File: src/rtl/kbd_port_pkg.sv
// Package kbd_port_pkg
// Shared register-select type for the keyboard receive port.
// Assumes at most one register is addressed per cycle.
package kbd_port_pkg;

    typedef enum logic [1:0] {
        SEL_NONE   = 2'd0,
        SEL_STATUS = 2'd1,
        SEL_DATA   = 2'd2
    } kbd_sel_e;

endpackage

File: src/rtl/kbd_addr_decode.sv
// Module kbd_addr_decode
// Turns the bus address into a register select. An address that matches
// neither register gives SEL_NONE.
// Assumes the two register addresses differ.
module kbd_addr_decode
    import kbd_port_pkg::*;
#(
    parameter int          ADDR_W      = 16,
    parameter logic [15:0] STATUS_ADDR = 16'hFE00,
    parameter logic [15:0] DATA_ADDR   = 16'hFE02
) (
    input  logic [ADDR_W-1:0] addr,
    output kbd_sel_e          sel
);
    localparam logic [ADDR_W-1:0] ST_A = ADDR_W'(STATUS_ADDR);
    localparam logic [ADDR_W-1:0] DT_A = ADDR_W'(DATA_ADDR);

    // Compare the address against each register location
    always_comb begin
        if (addr == ST_A)      sel = SEL_STATUS;
        else if (addr == DT_A) sel = SEL_DATA;
        else                   sel = SEL_NONE;
    end
endmodule

File: src/rtl/kbd_rx_holder.sv
// Module kbd_rx_holder
// Holds one received character and the ready flag. While the flag is set
// the port is locked and further strobes are dropped. Taking the character
// (take_i) clears the flag. A strobe gets in only while the flag is clear.
// Assumes synchronous active-low reset.
module kbd_rx_holder #(
    parameter int CHAR_W = 8
) (
    input  logic              clk,
    input  logic              rst_n,
    input  logic              stb_i,
    input  logic [CHAR_W-1:0] char_i,
    input  logic              take_i,
    output logic              ready_o,
    output logic [CHAR_W-1:0] char_o
);
    logic              ready_q;
    logic [CHAR_W-1:0] char_q;
    logic              accept;

    // A character is accepted only while no character is pending
    assign accept = stb_i && !ready_q;

    // Update the ready flag: set on accept, clear when software takes the character
    always_ff @(posedge clk) begin
        if (!rst_n)       ready_q <= 1'b0;
        else if (accept)  ready_q <= 1'b1;
        else if (take_i)  ready_q <= 1'b0;
    end

    // Store the character on accept only
    always_ff @(posedge clk) begin
        if (!rst_n)      char_q <= '0;
        else if (accept) char_q <= char_i;
    end

    assign ready_o = ready_q;
    assign char_o  = char_q;
endmodule

File: src/rtl/kbd_ctrl_reg.sv
// Module kbd_ctrl_reg
// The one bus-writable status bit: interrupt enable. Loaded from the
// chosen write-data bit on each status-register write.
// Assumes synchronous active-low reset.
module kbd_ctrl_reg #(
    parameter int DATA_W = 16,
    parameter int IE_POS = 14
) (
    input  logic              clk,
    input  logic              rst_n,
    input  logic              wr_i,
    input  logic [DATA_W-1:0] wdata_i,
    output logic              ie_o
);
    logic ie_q;

    // Load the enable bit on a status write
    always_ff @(posedge clk) begin
        if (!rst_n)    ie_q <= 1'b0;
        else if (wr_i) ie_q <= wdata_i[IE_POS];
    end

    assign ie_o = ie_q;
endmodule

File: src/rtl/kbd_read_mux.sv
// Module kbd_read_mux
// Builds the status and data words and registers the selected one when a
// read is strobed. Unmapped addresses read as zero. The output holds
// between reads.
// Assumes synchronous active-low reset and distinct bit positions.
module kbd_read_mux
    import kbd_port_pkg::*;
#(
    parameter int DATA_W    = 16,
    parameter int CHAR_W    = 8,
    parameter int READY_POS = 15,
    parameter int IE_POS    = 14
) (
    input  logic              clk,
    input  logic              rst_n,
    input  logic              rd_i,
    input  kbd_sel_e          sel_i,
    input  logic              ready_i,
    input  logic              ie_i,
    input  logic [CHAR_W-1:0] char_i,
    output logic [DATA_W-1:0] rdata_o
);
    logic [DATA_W-1:0] status_word;
    logic [DATA_W-1:0] data_word;
    logic [DATA_W-1:0] rdata_q;

    // Assemble the status word; every other bit stays zero
    always_comb begin
        status_word            = '0;
        status_word[READY_POS] = ready_i;
        status_word[IE_POS]    = ie_i;
    end

    // Put the character in the low bits with zero above it
    always_comb begin
        data_word               = '0;
        data_word[CHAR_W-1:0]   = char_i;
    end

    // Register the addressed word when a read is strobed
    always_ff @(posedge clk) begin
        if (!rst_n) begin
            rdata_q <= '0;
        end else if (rd_i) begin
            case (sel_i)
                SEL_STATUS: rdata_q <= status_word;
                SEL_DATA:   rdata_q <= data_word;
                default:    rdata_q <= '0;
            endcase
        end
    end

    assign rdata_o = rdata_q;
endmodule

File: src/rtl/kbd_input_port.sv
// Module kbd_input_port
// Memory-mapped keyboard receive port: a status register (ready flag,
// interrupt enable) and a data register on a word-addressed bus. A data
// read releases the lockout. irq follows ready AND enable.
// Assumes the source strobes for one cycle per character.
module kbd_input_port
    import kbd_port_pkg::*;
#(
    parameter int          ADDR_W      = 16,
    parameter int          DATA_W      = 16,
    parameter int          CHAR_W      = 8,
    parameter int          READY_POS   = 15,
    parameter int          IE_POS      = 14,
    parameter logic [15:0] STATUS_ADDR = 16'hFE00,
    parameter logic [15:0] DATA_ADDR   = 16'hFE02
) (
    input  logic              clk,
    input  logic              rst_n,
    input  logic [ADDR_W-1:0] bus_addr,
    input  logic              bus_rd,
    input  logic              bus_wr,
    input  logic [DATA_W-1:0] bus_wdata,
    output logic [DATA_W-1:0] bus_rdata,
    input  logic [CHAR_W-1:0] key_char,
    input  logic              key_stb,
    output logic              irq
);
    kbd_sel_e          sel;
    logic              rdy_q;
    logic              ie_q;
    logic [CHAR_W-1:0] char_q;
    logic              take;
    logic              st_wr;

    kbd_addr_decode #(
        .ADDR_W(ADDR_W), .STATUS_ADDR(STATUS_ADDR), .DATA_ADDR(DATA_ADDR)
    ) dec_i (
        .addr(bus_addr), .sel(sel)
    );

    // A data read takes the character; a status write loads the enable
    assign take  = bus_rd && (sel == SEL_DATA);
    assign st_wr = bus_wr && (sel == SEL_STATUS);

    kbd_rx_holder #(.CHAR_W(CHAR_W)) hold_i (
        .clk(clk), .rst_n(rst_n), .stb_i(key_stb), .char_i(key_char),
        .take_i(take), .ready_o(rdy_q), .char_o(char_q)
    );

    kbd_ctrl_reg #(.DATA_W(DATA_W), .IE_POS(IE_POS)) ctrl_i (
        .clk(clk), .rst_n(rst_n), .wr_i(st_wr), .wdata_i(bus_wdata),
        .ie_o(ie_q)
    );

    kbd_read_mux #(
        .DATA_W(DATA_W), .CHAR_W(CHAR_W), .READY_POS(READY_POS), .IE_POS(IE_POS)
    ) rmux_i (
        .clk(clk), .rst_n(rst_n), .rd_i(bus_rd), .sel_i(sel),
        .ready_i(rdy_q), .ie_i(ie_q), .char_i(char_q), .rdata_o(bus_rdata)
    );

    // Request service while a character waits and interrupts are enabled
    assign irq = rdy_q && ie_q;
endmodule

File: config.mk
export PLATFORM = sky130hd
export DESIGN_NAME = kbd_input_port
export DESIGN_NICKNAME = d
export VERILOG_FILES = /design/src/rtl/kbd_port_pkg.sv /design/src/rtl/kbd_addr_decode.sv /design/src/rtl/kbd_rx_holder.sv /design/src/rtl/kbd_ctrl_reg.sv /design/src/rtl/kbd_read_mux.sv /design/src/rtl/kbd_input_port.sv
export SDC_FILE = /design/constraint.sdc
export NUM_CORES = 1
export LEC_CHECK = 0
export BUFFER_PORTS_ARGS = -buffer_cell sky130_fd_sc_hd__clkbuf_2
export CAP_MARGIN = 30
export CORE_AREA = 2 2 50 52
export CTS_CLUSTER_DIAMETER = 100
export DETAILED_ROUTE_END_ITERATION = 6
export DIE_AREA = 0 0 52 54
export GPL_ROUTABILITY_DRIVEN = 0
export PLACE_DENSITY = 0.74
export RECOVER_POWER = 50
export SLEW_MARGIN = 20
export SYNTH_ARGS = -nofsm -noshare
export SYNTH_HDL_FRONTEND = slang
export SYNTH_SLANG_ARGS = --single-unit
export TNS_END_PERCENT = 30
File: constraint.sdc
create_clock -name clk -period 1.87 [get_ports clk]
set_input_delay 0 -clock clk [delete_from_list [all_inputs] [get_ports clk]]
set_output_delay 0 -clock clk [all_outputs]
set_load 0.1 [all_outputs]
==> reports/results.txt <==
Final Hold Vio Count = 0
N_diodes = 0
Tightest Hold Check Type = in2reg
# IOs = 62
RSZ-0062 raised after global routing = false
HP Start = bus_addr[1]
R2R Path Start = hold_i.ready_o
Initial antenna violation count = 0
Hold-fix buffers, CTS = 11
LEAKAGE = 0.501 nW
Min cycle time layout = 1.65 ns
Row count = 18
Vias in the first global route = 672
Hold path endpoint = rmux_i.rdata_o[14]
Number of enable flip-flop cells after synthesis = 0
Setup violators final = 0
Fin nets = 187
DR iter-0 viols = 4
Final non-filler cell total = 171
Area Overhead vs Synth = 42.1%
Fraction of layout instances using a drive strength above 1 = 26.2%
Worst-skew pair later-pin latency = 0.30 ns
Met2 routed WL = 888 µm
Fmax = 0.605 GHz
Hold path depth = 3
Worst Setup Start Kind = input port
Dominant synthesized flop cell = dfxtp_1
Worst Path Arrival = 1.85 ns
GRT overflow = 0
Nature of the critical path endpoint = flop
H-Tree Depth = 1
Worst-margin pin slew = 1.17 ns
Setup CP Type = in2reg
Seq/Total Area, Yosys = 48.9%
Crit-path max FO = 1
Worst rel slew slack = 22.6%
Outcome = finished, final reports clean
CP required = 2.07 ns
Post-DP HPWL = 1320 µm
Setup TNS = 0 ns
Clk sinks = 20
Drt pass-1 iters = 3
Routed vias/inst = 4.57
Synth async-reset ratio = 0%
Starting density of the core = 35.3%
CTS tree = built
Cell count of the worst reg-to-reg path = 3
R2r endpoint = hold_i.char_o[4]
Chip height = 54 µm
Syn Area/Cell = 9.11 µm²
CTS resizes = 0
M1 WL = 756 µm
Uppermost layer routed = met4
Total Die Area = 2810 µm²
WL/cell = 10.5 µm
Post-CTS Setup Inserts = 0
Largest net degree at the start of global routing = 14
MaxCap Viol Count = 0
Die width = 52 µm
Cell variety after synth = 24
Wirelength, routed = 1800 µm
R2r setup slk = 0.74 ns
Post-Syn Area = 820 µm²
Placed Cells = 156
First-pass GRT wire length = 2660 µm
Residual DRC count = 0
Final Slew Violations = 0
Clock Skew = 0.00767 ns
Total GRT Usage = 13.1%
CTS root buf = clkbuf_4
Power density over the cells = 804 nW/µm²
Maximum VDD drop = 425 µV
Synth Instances = 90
Final period utilization = 88.3%
Core area = 2320 µm²
CTS clk-pin slew, worst paths = 0.11 ns
ANT nets after route = 0
Clk buf depth = 2
CTS Buf Count = 3
#FFs+latches synth = 20
Total number of vias = 781
I/O Buffers = 40
Syn. warnings = 0
WL met3 = 143 µm
[metrics by stage]
step | hold slack [ns] | utilization (%) | setup WS, ns | total power [mW] | cell area (µm²)
2_1_floorplan | 0.136 | - | 0.433 | 0.549 | 838
6_report | 0.0137 | 50.2 | 0.218 | 0.936 | 1160
5_1_grt | 0.0247 | 50.2 | 0.198 | 0.970 | 1160
3_3_place_gp | 0.225 | 43.9 | 0.406 | 0.575 | 1020
3_5_place_dp | 0.235 | 43.9 | 0.380 | 0.578 | 1020
4_1_cts | 0.00406 | 50.9 | 0.252 | 0.944 | 1180
[worst max-delay path, stage by stage]
cell and delay (ns):
dlygate4sd3_1 0.53, clkbuf_2 0.10, nand2_1 0.04, dlygate4sd3_1 0.54, mux2i_1 0.07, dlygate4sd3_1 0.56
[sequential cells by signal, summed over array words and instances, names as in the netlist]
name	flops
ctrl_i.ie_o	1
hold_i.char_o	8
hold_i.ready_o	1
rmux_i.rdata_o	10
[area by class of cell]
| type | count | area (µm²) |
|---|---|---|
| Fill cell | 245 | 1150 |
| Clock buffer | 3 | 22.5 |
| Inverter | 2 | 7.51 |
| Sequential cell | 20 | 400 |
| Multi-Input combinational cell | 64 | 369 |
| Tap cell | 30 | 37.5 |
| Clock inverter | 1 | 30.0 |
| Timing Repair Buffer | 51 | 298 |
[cells by family (layout without fill, tap and decap cells)]
group / after synthesis / in the layout / synth area share, %
other: 1 / 6 / 0.458
buffers and inverters: 11 / 57 / 7.94
AND/OR/NAND/NOR: 37 / 37 / 25.3
multiplexers: 1 / 1 / 1.22
AO/OA/AOI/OAI: 20 / 20 / 16.2
flip-flops: 20 / 20 / 48.9
[power breakdown]
part | total [mW] | internal [mW] | switching (mW) | leakage (nW)
combinational | 0.138 | 0.0471 | 0.0914 | 0.311
sequential | 0.445 | 0.438 | 0.00706 | 0.163
clock | 0.353 | 0.217 | 0.136 | 0.0279
[layer usage]
layer	up-vias	global-route usage, %
met3	2	2.78
li1	404	-
met2	33	23.2
met1	342	14.6
met5	-	0
met4	0	7.02
[cell usage in the layout (no fill, tap or decap)]
cell type / instances
clkbuf_1: 10
nor4_1: 2
inv_1: 2
and4_1: 1
mux2i_1: 1
or4_1: 4
a21oi_1: 11
nand2_1: 21
dlygate4sd3_1: 11
conb_1: 6
a22o_1: 8
or2b_2: 1
o31ai_1: 1
dfxtp_1: 20
nand2_2: 1
nand2b_1: 2
clkbuf_4: 3
nor2_1: 1
nor4_4: 1
and2_1: 1
nand4b_1: 1
nor2b_1: 1
clkbuf_2: 30
bufinv_16: 1
[how the worst max path moves through the flow]
stage,end,startpoint
final,ctrl_i.ie_o,bus_wdata[14]
after global routing,ctrl_i.ie_o,bus_wdata[14]
after CTS,ctrl_i.ie_o,bus_wdata[14]
after detailed placement,rmux_i.rdata_o[5],bus_addr[8]
after global placement,rmux_i.rdata_o[5],bus_addr[8]
after floorplan,rmux_i.rdata_o[15],rmux_i.rdata_o[15]
[synth_stat cells (all sizes together), types with 2 or more instances]
master	n	share of area (%)
nand2	22	10
dfxtp	20	49
buf	8	6.6
nor4	3	4.1
a22o	8	8.5
inv	2	0.92
nand2b	2	1.5
or4	4	4.1
a21oi	11	6.7
Power figures use the tool's default switching activity.
